**config.mk**
```make
export PLATFORM = sky130hd
export DESIGN_NAME = intc_nest
export DESIGN_NICKNAME = d
export VERILOG_FILES = /design/src/rtl/intc_prio_pick.sv /design/src/rtl/intc_vec_sel.sv /design/src/rtl/intc_nest.sv
export SDC_FILE = /design/constraint.sdc
export NUM_CORES = 1
export LEC_CHECK = 0
export ABC_AREA = 1
export CAP_MARGIN = 20
export CORE_MARGIN = 2
export CORE_UTILIZATION = 40
export CTS_CLUSTER_SIZE = 40
export DETAILED_ROUTE_END_ITERATION = 10
export DONT_BUFFER_PORTS = 1
export GPL_ROUTABILITY_DRIVEN = 0
export PLACE_DENSITY = 0.59
export SYNTH_ARGS = -nofsm -noshare
export SYNTH_HDL_FRONTEND = slang
export SYNTH_SLANG_ARGS = --single-unit
```
**constraint.sdc**
```tcl
create_clock -name clk -period 6.1 [get_ports clk]
set_input_delay 0.61 -clock clk [delete_from_list [all_inputs] [get_ports clk]]
set_output_delay 0.61 -clock clk [all_outputs]
set_load 0.02 [all_outputs]
```
**src/rtl/intc_prio_pick.sv**
```systemverilog
module intc_prio_pick #(
    parameter int N  = 8,
    localparam int IW = (N > 1) ? $clog2(N) : 1
) (
    input  logic [N-1:0]  req_i,
    output logic          found_o,
    output logic [IW-1:0] idx_o,
    output logic [N-1:0]  oh_o
);
    // lowest set index wins
    always_comb begin
        found_o = 1'b0;
        idx_o   = '0;
        for (int i = N - 1; i >= 0; i--) begin
            if (req_i[i]) begin
                found_o = 1'b1;
                idx_o   = IW'(i);
            end
        end
    end

    for (genvar g = 0; g < N; g++) begin : g_oh
        assign oh_o[g] = found_o && (idx_o == IW'(g));
    end
endmodule

```
**src/rtl/intc_vec_sel.sv**
```systemverilog
module intc_vec_sel #(
    parameter int N     = 8,
    parameter int W     = 8,
    parameter logic [N*W-1:0] CODES = '0,
    localparam int IW = (N > 1) ? $clog2(N) : 1
) (
    input  logic [IW-1:0] idx_i,
    output logic [W-1:0]  code_o
);
    always_comb begin
        code_o = '0;
        for (int i = 0; i < N; i++) begin
            if (idx_i == IW'(i)) code_o = CODES[i*W +: W];
        end
    end
endmodule

```
**src/rtl/intc_nest.sv**
```systemverilog
module intc_nest #(
    parameter int N_SRC = 8,
    parameter int VEC_W = 8,
    parameter logic [N_SRC*VEC_W-1:0] VEC_CODES = 64'h5C58_5450_4C48_4440,
    localparam int IW = (N_SRC > 1) ? $clog2(N_SRC) : 1
) (
    input  logic             clk,
    input  logic             rst_n,
    input  logic [N_SRC-1:0] irq_i,
    input  logic             gie_i,
    input  logic             ack_i,
    input  logic             eoi_i,
    output logic             int_o,
    output logic             vec_valid_o,
    output logic [VEC_W-1:0] vec_o
);
    typedef struct packed {
        logic [N_SRC-1:0] isr;
        logic             vld;
        logic [VEC_W-1:0] vec;
    } state_t;

    state_t st_d, st_q;

    logic             svc_found, win_found, take;
    logic [IW-1:0]    svc_idx, win_idx;
    logic [N_SRC-1:0] svc_oh, win_oh, pend;
    logic [VEC_W-1:0] win_code;

    // a source in service cannot request again
    assign pend = irq_i & ~st_q.isr;

    intc_prio_pick #(.N(N_SRC)) u_svc (
        .req_i(st_q.isr), .found_o(svc_found), .idx_o(svc_idx), .oh_o(svc_oh)
    );

    intc_prio_pick #(.N(N_SRC)) u_win (
        .req_i(pend), .found_o(win_found), .idx_o(win_idx), .oh_o(win_oh)
    );

    intc_vec_sel #(.N(N_SRC), .W(VEC_W), .CODES(VEC_CODES)) u_vec (
        .idx_i(win_idx), .code_o(win_code)
    );

    // offer only strictly more urgent than the active level
    assign int_o = gie_i && win_found && (!svc_found || (win_idx < svc_idx));
    assign take  = ack_i && int_o;

    always_comb begin
        st_d     = st_q;
        st_d.vld = take;
        if (eoi_i) st_d.isr = st_q.isr & ~svc_oh;
        if (take) begin
            st_d.isr = st_d.isr | win_oh;
            st_d.vec = win_code;
        end
    end

    always_ff @(posedge clk or negedge rst_n) begin
        if (!rst_n) st_q <= '0;
        else        st_q <= st_d;
    end

    assign vec_valid_o = st_q.vld;
    assign vec_o       = st_q.vec;


    vec_after_ack_chk: assert property (@(posedge clk) disable iff (!rst_n)
        vec_valid_o |-> $past(ack_i && int_o));


    nest_set_chk: assert property (@(posedge clk) disable iff (!rst_n)
        (ack_i && int_o) |=> (st_q.isr != '0));


    eoi_pop_chk: assert property (@(posedge clk) disable iff (!rst_n)
        (eoi_i && !take && (st_q.isr != '0)) |=>
        ($countones(st_q.isr) == $countones($past(st_q.isr)) - 1));


    stray_ack_chk: assert property (@(posedge clk) disable iff (!rst_n)
        (ack_i && !int_o && !eoi_i) |=> ($stable(st_q.isr) && !vec_valid_o));


    one_winner_chk: assert property (@(posedge clk) disable iff (!rst_n)
        $onehot0(win_oh));
endmodule

```
==> metrics.cfg, run 1 <==
[clocking]
cts_tree = yes
holdBufCountCts = 0
post_cts.repair.setup_buffers = 0
clk_latency_ns = 0.27
cts_resized = 0
numCtsBuffers = 3
cts.sink_count = 13
max-clock-path-buffers = 2
clock-root-buffer = sky130_fd_sc_hd__clkbuf_4
clkSlewWorstSetupHoldPaths_ns = 0.08
htreeDepth = 1

[timing]
post-route-period-util_pct = 50.3
final-hold-violation-count = 0
worst_clock_skew_ns = 0.00439
maxSlewViolCount = 0
fmax_mhz = 326
finalWorstPathRequiredPeriod_ns = 3.07
timing.max_slew.rel_slack_pct = 40.0
setup_repair_after_global_routing_missed_its_margin = no
setup_viol = 0
finalSetupTns_ns = 0
tightestPinTransition_ns = 0.899

[yosys]
syn-cell-area_sq_um = 995
netlist-cell-type-count = 27
synth.ff_latch_count = 13
seq_area_frac_synth_pct = 32.7
synth_warn = 0
syn-instance-count = 142
synth-edff-count = 0
ys_dominant_reg_cell = sky130_fd_sc_hd__dfrtp_1
synthesis.area_per_instance_sq_um = 7.00
ys_async_sr_fraction_pct = 100

[worst_setup_path]
startpoint_type = register
cpPeakStageDelay_ns = 0.47
crit_type = register to output pin
path_common_cell = sky130_fd_sc_hd__nand2_1
crit_end = int_o
startpoint = st_q[9]$_DFF_PN0_
slowest_stage_cell_crit_path = sky130_fd_sc_hd__dfrtp_1
critical_path_required_ns = 5.49
critical_path.cell_chain = nor2_2 -> inv_2 -> nand2_2 -> nor2_2 -> o21ai_2 -> clkinv_1 -> ha_1 -> nand2_1 -> inv_1 -> nand2_1 -> nand2_1 -> nand2_2 -> nand2_1 -> inv_2
endpoint_class_of_the_critical_path = output pin
reg2reg_slack_ns = 3.74
regToRegEndpoint = vec_o[3]$_DFFE_PN0P_
r2r_start = st_q[9]$_DFF_PN0_
cp_max_fo = 13
worst-endpoint-arrival_ns = 2.46
reg2reg_depth = 15

[drt]
initialDrtViolationCount = 12
route.detailed.drc = 0
count_of_tritonroute_iterations_in_the_first_routing_pass = 4
drtAntennaViolNets = 0
vias_per_cell = 5.02
drt-wirelength-per-cell_um = 11.8
vias = 843
detail_route.wirelength_mm = 1.99

[layout]
antennaDiodeCount = 0
layout.nets = 154
number_of_filler_instances_in_the_final_layout = 257
post_route_cells_drive_above_1_share_pct = 15.2
area_growth_syn_to_layout_pct = -0.880
post-route-cell-area_sq_um = 986

[pwr]
total_leakage_power_nw = 0.535
power.density_cell_area_mw_per_mm2 = 518
peakVddDrop_v = 0.000218

[global_routing]
initial_antenna_violation_count = 0
globalRoute.busiestLayer = met2
maximum_number_of_pins_on_one_net_before_global_route_repair = 14
first_global_vias = 801
grt.total_usage_pct = 15.3
global_route.overflow_total = 0
grt.met3_usage_pct = 2.22
grt_pass1_wl_mm = 3.19
globalRouteMet2Util_pct = 25.8
use_met1_pct = 18.9

[placement]
port_buffers = 0
dp.final_hpwl_mm = 1.66
placement.cell_area_sq_um = 960

[floorplan]
design.core.area_sq_mm = 0.00241
die_w_um = 53.9
boundaryPins = 23
fp-row-count = 18
floorplan.die.height_um = 53.9
die-area_sq_mm = 0.00290
start_util_pct = 41.3

[outcome]
outcome = complete, no violations

[worst_hold_path]
holdCritPathClass = input pin to async pin

[flow_run]
cap_violations = 0

## metrics by stage
| step | std cells | setup slack [ns] | utilization [%] | power [mW] | hold slack, ns |
|---|---|---|---|---|---|
| after global routing | 168 | 2.82 | 40.9 | 0.558 | 0.00375 |
| final | 168 | 3.03 | 40.9 | 0.511 | 0.0202 |
| after CTS | 168 | 3.05 | 40.9 | 0.511 | 0.0173 |
| after global placement | 164 | 3.29 | 39.8 | 0.452 | 0.315 |
| after floorplan | 145 | 3.47 | - | 0.437 | 0.314 |
| after detailed placement | 164 | 3.22 | 39.8 | 0.458 | 0.315 |
## area by class of cell
type / count / area [sq um] / share of cell area (%)
flip-flops and latches: 13 / 325 / 33.0
inverters: 22 / 82.6 / 8.38
clock buffers: 4 / 26.3 / 2.66
multi-input cells: 99 / 514 / 52.2
well taps: 30 / 37.5 / 3.81
## synthesized netlist by cell type, types with 2 or more instances
cell type	n	share of area, %
sky130_fd_sc_hd__o31ai_1	4	3.0
sky130_fd_sc_hd__inv_1	14	5.3
sky130_fd_sc_hd__inv_2	7	2.6
sky130_fd_sc_hd__nor2_2	2	1.3
sky130_fd_sc_hd__buf_4	8	6.0
sky130_fd_sc_hd__nor2_1	6	2.3
sky130_fd_sc_hd__nor3_1	7	3.5
sky130_fd_sc_hd__ha_1	2	2.5
sky130_fd_sc_hd__o21ai_0	3	1.5
sky130_fd_sc_hd__nand4_1	12	7.5
sky130_fd_sc_hd__nand2_1	45	17
sky130_fd_sc_hd__nand2_2	4	2.5
sky130_fd_sc_hd__a21oi_4	2	3.3
sky130_fd_sc_hd__dfrtp_1	13	33
## where the power goes
| group | switching, mW | internal, mW |
|---|---|---|
| Combinational | 0.207 | 0.0915 |
| Sequential | 0.0438 | 0.116 |
| Clock | 0.0275 | 0.0253 |
## layout by cell type, fill, tap and decap left out, types with 2 or more instances in the layout
master,Yosys,final
sky130_fd_sc_hd__nand2_1,45,45
sky130_fd_sc_hd__inv_1,14,14
sky130_fd_sc_hd__dfrtp_1,13,13
sky130_fd_sc_hd__nand4_1,12,12
sky130_fd_sc_hd__inv_2,7,7
sky130_fd_sc_hd__nor3_1,7,7
sky130_fd_sc_hd__nor2_1,6,6
sky130_fd_sc_hd__nand2_2,4,4
sky130_fd_sc_hd__o31ai_1,4,4
sky130_fd_sc_hd__conb_1,1,4
sky130_fd_sc_hd__o21ai_0,3,3
sky130_fd_sc_hd__clkbuf_4,1,3
sky130_fd_sc_hd__nor2_2,2,2
sky130_fd_sc_hd__a21oi_4,2,2
sky130_fd_sc_hd__ha_1,2,2
## layer usage
metal | wire, um | part of all wire (%) | vias to the layer above
met5 | 0 | 0 | -
met2 | 936 | 47 | 20
met4 | 35 | 1.8 | 0
li1 | - | - | 441
met3 | 86 | 4.3 | 4
met1 | 930 | 47 | 378
## how the worst min path moves through the flow
stage,endpoint,depth (start not counted)
final,st_q[12]$_DFF_PN0_,0
after global routing,st_q[9]$_DFF_PN0_,0
after CTS,st_q[12]$_DFF_PN0_,0
after detailed placement,st_q[12]$_DFF_PN0_,0
after global placement,st_q[10]$_DFF_PN0_,0
after floorplan,st_q[10]$_DFF_PN0_,0
## sequential cells by signal, summed over array words and instances (netlist names)
| register | flops |
|---|---|
| st_q | 8 |
| vec_o | 4 |
| vec_valid_o | 1 |
## worst max-delay path: cells and delay by family (launching register included)
| family | cells | cell delay (ns) |
|---|---|---|
| simple gates | 8 | 0.83 |
| fa+ha+maj | 1 | 0.33 |
| compound gates | 1 | 0.12 |
| flops | 1 | 0.47 |
| buf+inv | 4 | 0.45 |
## cell families after synthesis
logic type / synth area share [%]
buf+inv: 16.7
simple gates: 37.2
fa+ha+maj: 2.52
flops: 32.7
compound gates: 10.4
other cells: 0.377
Note: power is estimated with default switching activity, not from simulation.
==> run 2, diff against run 1 <==
Settings changed: ABC_AREA 1 to 0, PLACE_DENSITY 0.59 to 0.61.
Clock period 6.1 ns to 2.7 ns, I/O delays scaled along.
==> metrics.cfg, run 2 <==
[outcome]
outcome = complete, no violations

[timing]
final-hold-violation-count = 0
setup_viol = 0
setup_repair_after_global_routing_missed_its_margin = no
finalSetupTns_ns = 0
fmax_mhz = 392
worst_clock_skew_ns = 0.00287
maxSlewViolCount = 0
timing.max_slew.rel_slack_pct = 60.0
post-route-period-util_pct = 94.6
finalWorstPathRequiredPeriod_ns = 2.55
tightestPinTransition_ns = 0.598

[worst_hold_path]
holdCritPathClass = input pin to register
hp-start = eoi_i
sink_of_the_worst_hold_path = st_q[9]$_DFF_PN0_
hold-path-cell-count = 1

[global_routing]
first_global_vias = 790
maximum_number_of_pins_on_one_net_before_global_route_repair = 14
grt.total_usage_pct = 17.5
initial_antenna_violation_count = 0
global_route.overflow_total = 0
grt_pass1_wl_mm = 3.56

[worst_setup_path]
r2r_start = st_q[13]$_DFF_PN0_
regToRegEndpoint = vec_o[3]$_DFFE_PN0P_
endpoint_class_of_the_critical_path = output pin
crit_type = register to output pin
worst-endpoint-arrival_ns = 2.28
cp_max_fo = 5
reg2reg_slack_ns = 0.32
reg2reg_depth = 11
startpoint_type = register
critical_path_required_ns = 2.43

[clocking]
clk_latency_ns = 0.27
numCtsBuffers = 3
htreeDepth = 1
clock-root-buffer = sky130_fd_sc_hd__clkbuf_4
max-clock-path-buffers = 2
cts_tree = yes
clkSlewWorstSetupHoldPaths_ns = 0.08
cts.sink_count = 13

[drt]
initialDrtViolationCount = 20
count_of_tritonroute_iterations_in_the_first_routing_pass = 4
detail_route.wirelength_mm = 2.19
drt-wirelength-per-cell_um = 15.6
route.detailed.drc = 0
drtAntennaViolNets = 0
vias = 822
vias_per_cell = 5.83

[floorplan]
floorplan.die.height_um = 52.5
fp-row-count = 17
boundaryPins = 23
die-area_sq_mm = 0.00275
design.core.area_sq_mm = 0.00221
die_w_um = 52.5
start_util_pct = 42.5

[yosys]
synthDominantAreaCellType = sky130_fd_sc_hd__dfrtp_1
dominant_cells_by_area_after_synthesis = sky130_fd_sc_hd__dfrtp_1, sky130_fd_sc_hd__buf_4, sky130_fd_sc_hd__nand2_1, sky130_fd_sc_hd__o21ai_0, sky130_fd_sc_hd__nor2b_1
ys_dominant_reg_cell = sky130_fd_sc_hd__dfrtp_1
synth.most_common_cell = sky130_fd_sc_hd__dfrtp_1
synth_top_area_share_pct = 34.6
synth_common_cells = sky130_fd_sc_hd__dfrtp_1, sky130_fd_sc_hd__nand2_1, sky130_fd_sc_hd__buf_4, sky130_fd_sc_hd__o21ai_0
syn-cell-area_sq_um = 940
synth-edff-count = 0
synth.ff_latch_count = 13
synthesis.area_per_instance_sq_um = 8.70
ys_async_sr_fraction_pct = 100
netlist-cell-type-count = 37
seq_area_frac_synth_pct = 34.6
synth_warn = 0
syn-instance-count = 108

[pwr]
power.density_cell_area_mw_per_mm2 = 1220
peakVddDrop_v = 0.000588
total_leakage_power_nw = 0.444

[layout]
largest_reg_flops = 8
antennaDiodeCount = 0
layout.core_utilization_pct = 48.5
layout.nets = 129
post_route_cells_drive_above_1_share_pct = 30.1
number_of_filler_instances_in_the_final_layout = 217
largest-register = st_q
layout_commonest_cell = sky130_fd_sc_hd__nand2_1
mostFrequentLayoutCells = sky130_fd_sc_hd__nand2_1, sky130_fd_sc_hd__dfrtp_1, sky130_fd_sc_hd__o21ai_0
area_growth_syn_to_layout_pct = 14.2

[placement]
port_buffers = 0
dp.final_hpwl_mm = 1.62

[flow_run]
cap_violations = 0

## run 2: cell count changes in the layout (fill, tap and decap cells not counted), moves of 4 or more
cell	previous run	this run
sky130_fd_sc_hd__nor3_1	7	3
sky130_fd_sc_hd__inv_1	14	4
sky130_fd_sc_hd__nor2b_2	0	4
sky130_fd_sc_hd__inv_2	7	0
sky130_fd_sc_hd__o21ai_0	3	8
sky130_fd_sc_hd__dfrtp_1	13	9
sky130_fd_sc_hd__nand2_1	45	10
sky130_fd_sc_hd__o21ai_1	1	5
sky130_fd_sc_hd__nand2b_1	0	4
sky130_fd_sc_hd__dfrtp_2	0	4
sky130_fd_sc_hd__buf_4	0	6
sky130_fd_sc_hd__nand4_1	12	3
## run 2: layer usage
layer | part of all wire, % | GRT usage (%) | vias to the layer above
li1 | - | - | 385
met1 | 44 | 22.5 | 398
met2 | 48 | 29.0 | 35
met3 | 7.2 | 5.43 | 4
met4 | 0.87 | 3.42 | 0
met5 | 0 | 0 | -
## run 2: kinds of logic (layout without fill, tap and decap cells)
family,count (synthesis),in the layout,synth area share [%]
other,1,4,0.399
adders and majority gates,2,2,2.66
DFF,13,13,34.6
AOI/OAI and AO/OA,31,31,22.5
buffers and inverters,13,15,9.19
and+or+nand+nor,46,46,28.0
muxes,2,2,2.66
## run 2: timing repair
| action | in CTS | in global routing |
|---|---|---|
| setup buffers | 1 | 2 |
| pin swaps | 0 | 4 |
| hold buffers | 1 | 0 |
| hold endpoints to repair | 13 | 0 |
| gates resized for setup | 4 | 17 |
| setup endpoints to repair | 1 | 3 |
## run 2: cell type report
class | instances | area [sq um] | area share (%)
Clock buffer | 4 | 26.3 | 2.45
Inverter | 4 | 15.0 | 1.40
Multi-Input combinational cell | 85 | 612 | 57.0
Sequential cell | 13 | 330 | 30.8
Tap cell | 28 | 35.0 | 3.26
Timing Repair Buffer | 7 | 55.1 | 5.13
## run 2: report_power, final
part           switching (mW)  internal, mW
Clock                  0.0617        0.0572
Sequential              0.124         0.268
Combinational           0.425         0.370
## run 2: worst max-delay path, stage by stage (launching register included)
cell,delay (ns)
sky130_fd_sc_hd__dfrtp_2,0.46
sky130_fd_sc_hd__nor2b_4,0.16
sky130_fd_sc_hd__buf_4,0.13
sky130_fd_sc_hd__nor2_1,0.04
sky130_fd_sc_hd__o21ai_0,0.09
sky130_fd_sc_hd__a21oi_1,0.12
sky130_fd_sc_hd__ha_1,0.29
sky130_fd_sc_hd__nand2_1,0.05
sky130_fd_sc_hd__a32o_2,0.25
sky130_fd_sc_hd__a31o_4,0.23
sky130_fd_sc_hd__and3_4,0.19
## run 2: through the flow
stage / instance area, sq um / total power [mW] / instances / worst slack (ns) / hold slack [ns]
CTS: 992 / 1.21 / 139 / 0.00171 / 0.0730
finish: 1070 / 1.31 / 141 / 0.146 / 0.0769
global route: 1070 / 1.42 / 141 / 0.000745 / 0.0728
floorplan: 951 / 0.959 / 111 / 0.178 / -0.0256
global placement: 937 / 1.06 / 133 / 0.164 / -0.0252
detailed placement: 937 / 1.06 / 133 / 0.0708 / -0.0253
## run 2: worst max path at each step
stage | from | end | slack [ns] | cells past startpoint
floorplan | st_q[14]$_DFF_PN0_ | vec_o[3]$_DFFE_PN0P_ | 0.18 | 10
global placement | st_q[13]$_DFF_PN0_ | vec_o[3]$_DFFE_PN0P_ | 0.16 | 9
detailed placement | st_q[14]$_DFF_PN0_ | vec_o[3]$_DFFE_PN0P_ | 0.07 | 9
CTS | st_q[16]$_DFF_PN0_ | int_o | 0.002 | 8
global route | st_q[9]$_DFF_PN0_ | int_o | 0.0007 | 9
finish | st_q[13]$_DFF_PN0_ | int_o | 0.15 | 10
==> run 3, diff against run 2 <==
Settings changed: PLACE_DENSITY 0.61 to 0.64.
==> metrics.cfg, run 3 (same netlist as run 2, synthesis figures left out) <==
[layout]
area_growth_syn_to_layout_pct = 13.3
layout.nets = 127
layout.core_utilization_pct = 48.1
antennaDiodeCount = 0
largest_reg_flops = 8
post_route_cells_drive_above_1_share_pct = 29.7
layout_commonest_cell = sky130_fd_sc_hd__nand2_1
mostFrequentLayoutCells = sky130_fd_sc_hd__nand2_1, sky130_fd_sc_hd__o21ai_0, sky130_fd_sc_hd__dfrtp_1
largest-register = st_q

[floorplan]
fp-row-count = 17
start_util_pct = 42.5
boundaryPins = 23
die_w_um = 52.5
design.core.area_sq_mm = 0.00221
die-area_sq_mm = 0.00275
floorplan.die.height_um = 52.5

[timing]
worst_clock_skew_ns = 0.000982
maxSlewViolCount = 0
timing.max_slew.rel_slack_pct = 63.0
tightestPinTransition_ns = 0.553
final-hold-violation-count = 0
post-route-period-util_pct = 94.9
fmax_mhz = 390
finalSetupTns_ns = 0
setup_viol = 0
finalWorstPathRequiredPeriod_ns = 2.56

[clocking]
numCtsBuffers = 3
clkSlewWorstSetupHoldPaths_ns = 0.07
cts_tree = yes
max-clock-path-buffers = 2
clk_latency_ns = 0.26
cts.sink_count = 13
clock-root-buffer = sky130_fd_sc_hd__clkbuf_4
htreeDepth = 1

[drt]
vias = 783
vias_per_cell = 5.63
detail_route.wirelength_mm = 2.10
count_of_tritonroute_iterations_in_the_first_routing_pass = 4
drtAntennaViolNets = 0
initialDrtViolationCount = 10
drt-wirelength-per-cell_um = 15.1
route.detailed.drc = 0

[global_routing]
grt_pass1_wl_mm = 3.52
global_route.overflow_total = 0
first_global_vias = 790
initial_antenna_violation_count = 0
grt.total_usage_pct = 17.0
maximum_number_of_pins_on_one_net_before_global_route_repair = 14

[worst_setup_path]
startpoint_type = register
crit_type = register to output pin
cp_max_fo = 5
critical_path.cell_chain = inv_1 -> nand2_2 -> nand2_2 -> nor4_4 -> ha_1 -> a21oi_2 -> a32o_2 -> a31o_4 -> and3_4
r2r_start = st_q[13]$_DFF_PN0_
worst-endpoint-arrival_ns = 2.29
path_common_cell = sky130_fd_sc_hd__nand2_2
startpoint = st_q[9]$_DFF_PN0_
critical_path_required_ns = 2.43
endpoint_class_of_the_critical_path = output pin
cpPeakStageDelay_ns = 0.40
slowest_stage_cell_crit_path = sky130_fd_sc_hd__dfrtp_1

[pwr]
share_comb_of_total_power_pct = 60.4
total_leakage_power_nw = 0.440
clkPwrFrac_pct = 8.8
internal-power_mw = 0.692
power_frac_seq_pct = 30.8
peakVddDrop_v = 0.000665
net-switching-power_mw = 0.610
power.total_mw = 1.30
switching_share_pct = 46.8
power.density_cell_area_mw_per_mm2 = 1220

[flow_run]
cap_violations = 0

[worst_hold_path]
hp-start = eoi_i
holdCritPathClass = input pin to register

[outcome]
outcome = complete, no violations

[placement]
port_buffers = 0
dp.final_hpwl_mm = 1.61

[run 3: final timing paths]
check,endpoint,slack (ns),cells past startpoint
worst min register to register,st_q[14]$_DFF_PN0_,0.59,2
worst max register to register,vec_o[3]$_DFFE_PN0P_,0.30,9
max in group asynchronous,st_q[10]$_DFF_PN0_,1.88,1
worst min-delay path,st_q[9]$_DFF_PN0_,0.08,1
min in group asynchronous,vec_o[4]$_DFFE_PN0P_,0.43,1
worst max-delay path,int_o,0.14,9
[run 3: critical path: cells and delay by family, from the launching register on]
| family | cells | cell delay, ns |
|---|---|---|
| simple gates | 4 | 0.72 |
| compound gates | 3 | 0.49 |
| flops | 1 | 0.40 |
| fa+ha+maj | 1 | 0.30 |
| buf+inv | 1 | 0.10 |
[run 3: repair_timing]
action,4_1_cts,5_1_grt
hold buffers,1,0
buffers inserted,0,2
pin swaps,0,3
resized for setup,4,20
setup endpoints to repair,1,2
endpoints found under the hold margin,13,0
[run 3: layout make-up]
class	count	area [sq um]
Tap cell	28	35.0
Clock buffer	4	26.3
Inverter	4	15.0
Fill cell	225	1150
Sequential cell	13	332
Timing Repair Buffer	5	40.0
Multi-Input combinational cell	85	617
[run 3: per-stage QoR]
stage	setup slack (ns)	std cells	area, sq um	hold slack [ns]
2_1_floorplan	0.178	111	951	-0.0256
3_3_place_gp	0.162	132	930	-0.0251
3_5_place_dp	0.0725	132	930	-0.0252
4_1_cts	0.00466	137	977	0.0772
5_1_grt	-0.0394	139	1060	0.0685
6_report	0.137	139	1060	0.0813
[run 3: power groups by stage]
stage	Clock [mW]	Sequential [mW]	Combinational (mW)
6_report	0.114	0.401	0.786
5_1_grt	0.130	0.415	0.866
4_1_cts	0.120	0.387	0.692
3_5_place_dp	0	0.390	0.670
3_3_place_gp	0	0.391	0.663
2_1_floorplan	0	0.332	0.626
[run 3: metal layers]
layer  share of wire [%]  track usage [%]  vias up
met5                   0                0        -
met4                0.57             3.85        0
met2                  50             27.7       22
met1                  42             21.8      371
li1                    -                -      388
met3                 6.9             5.43        2
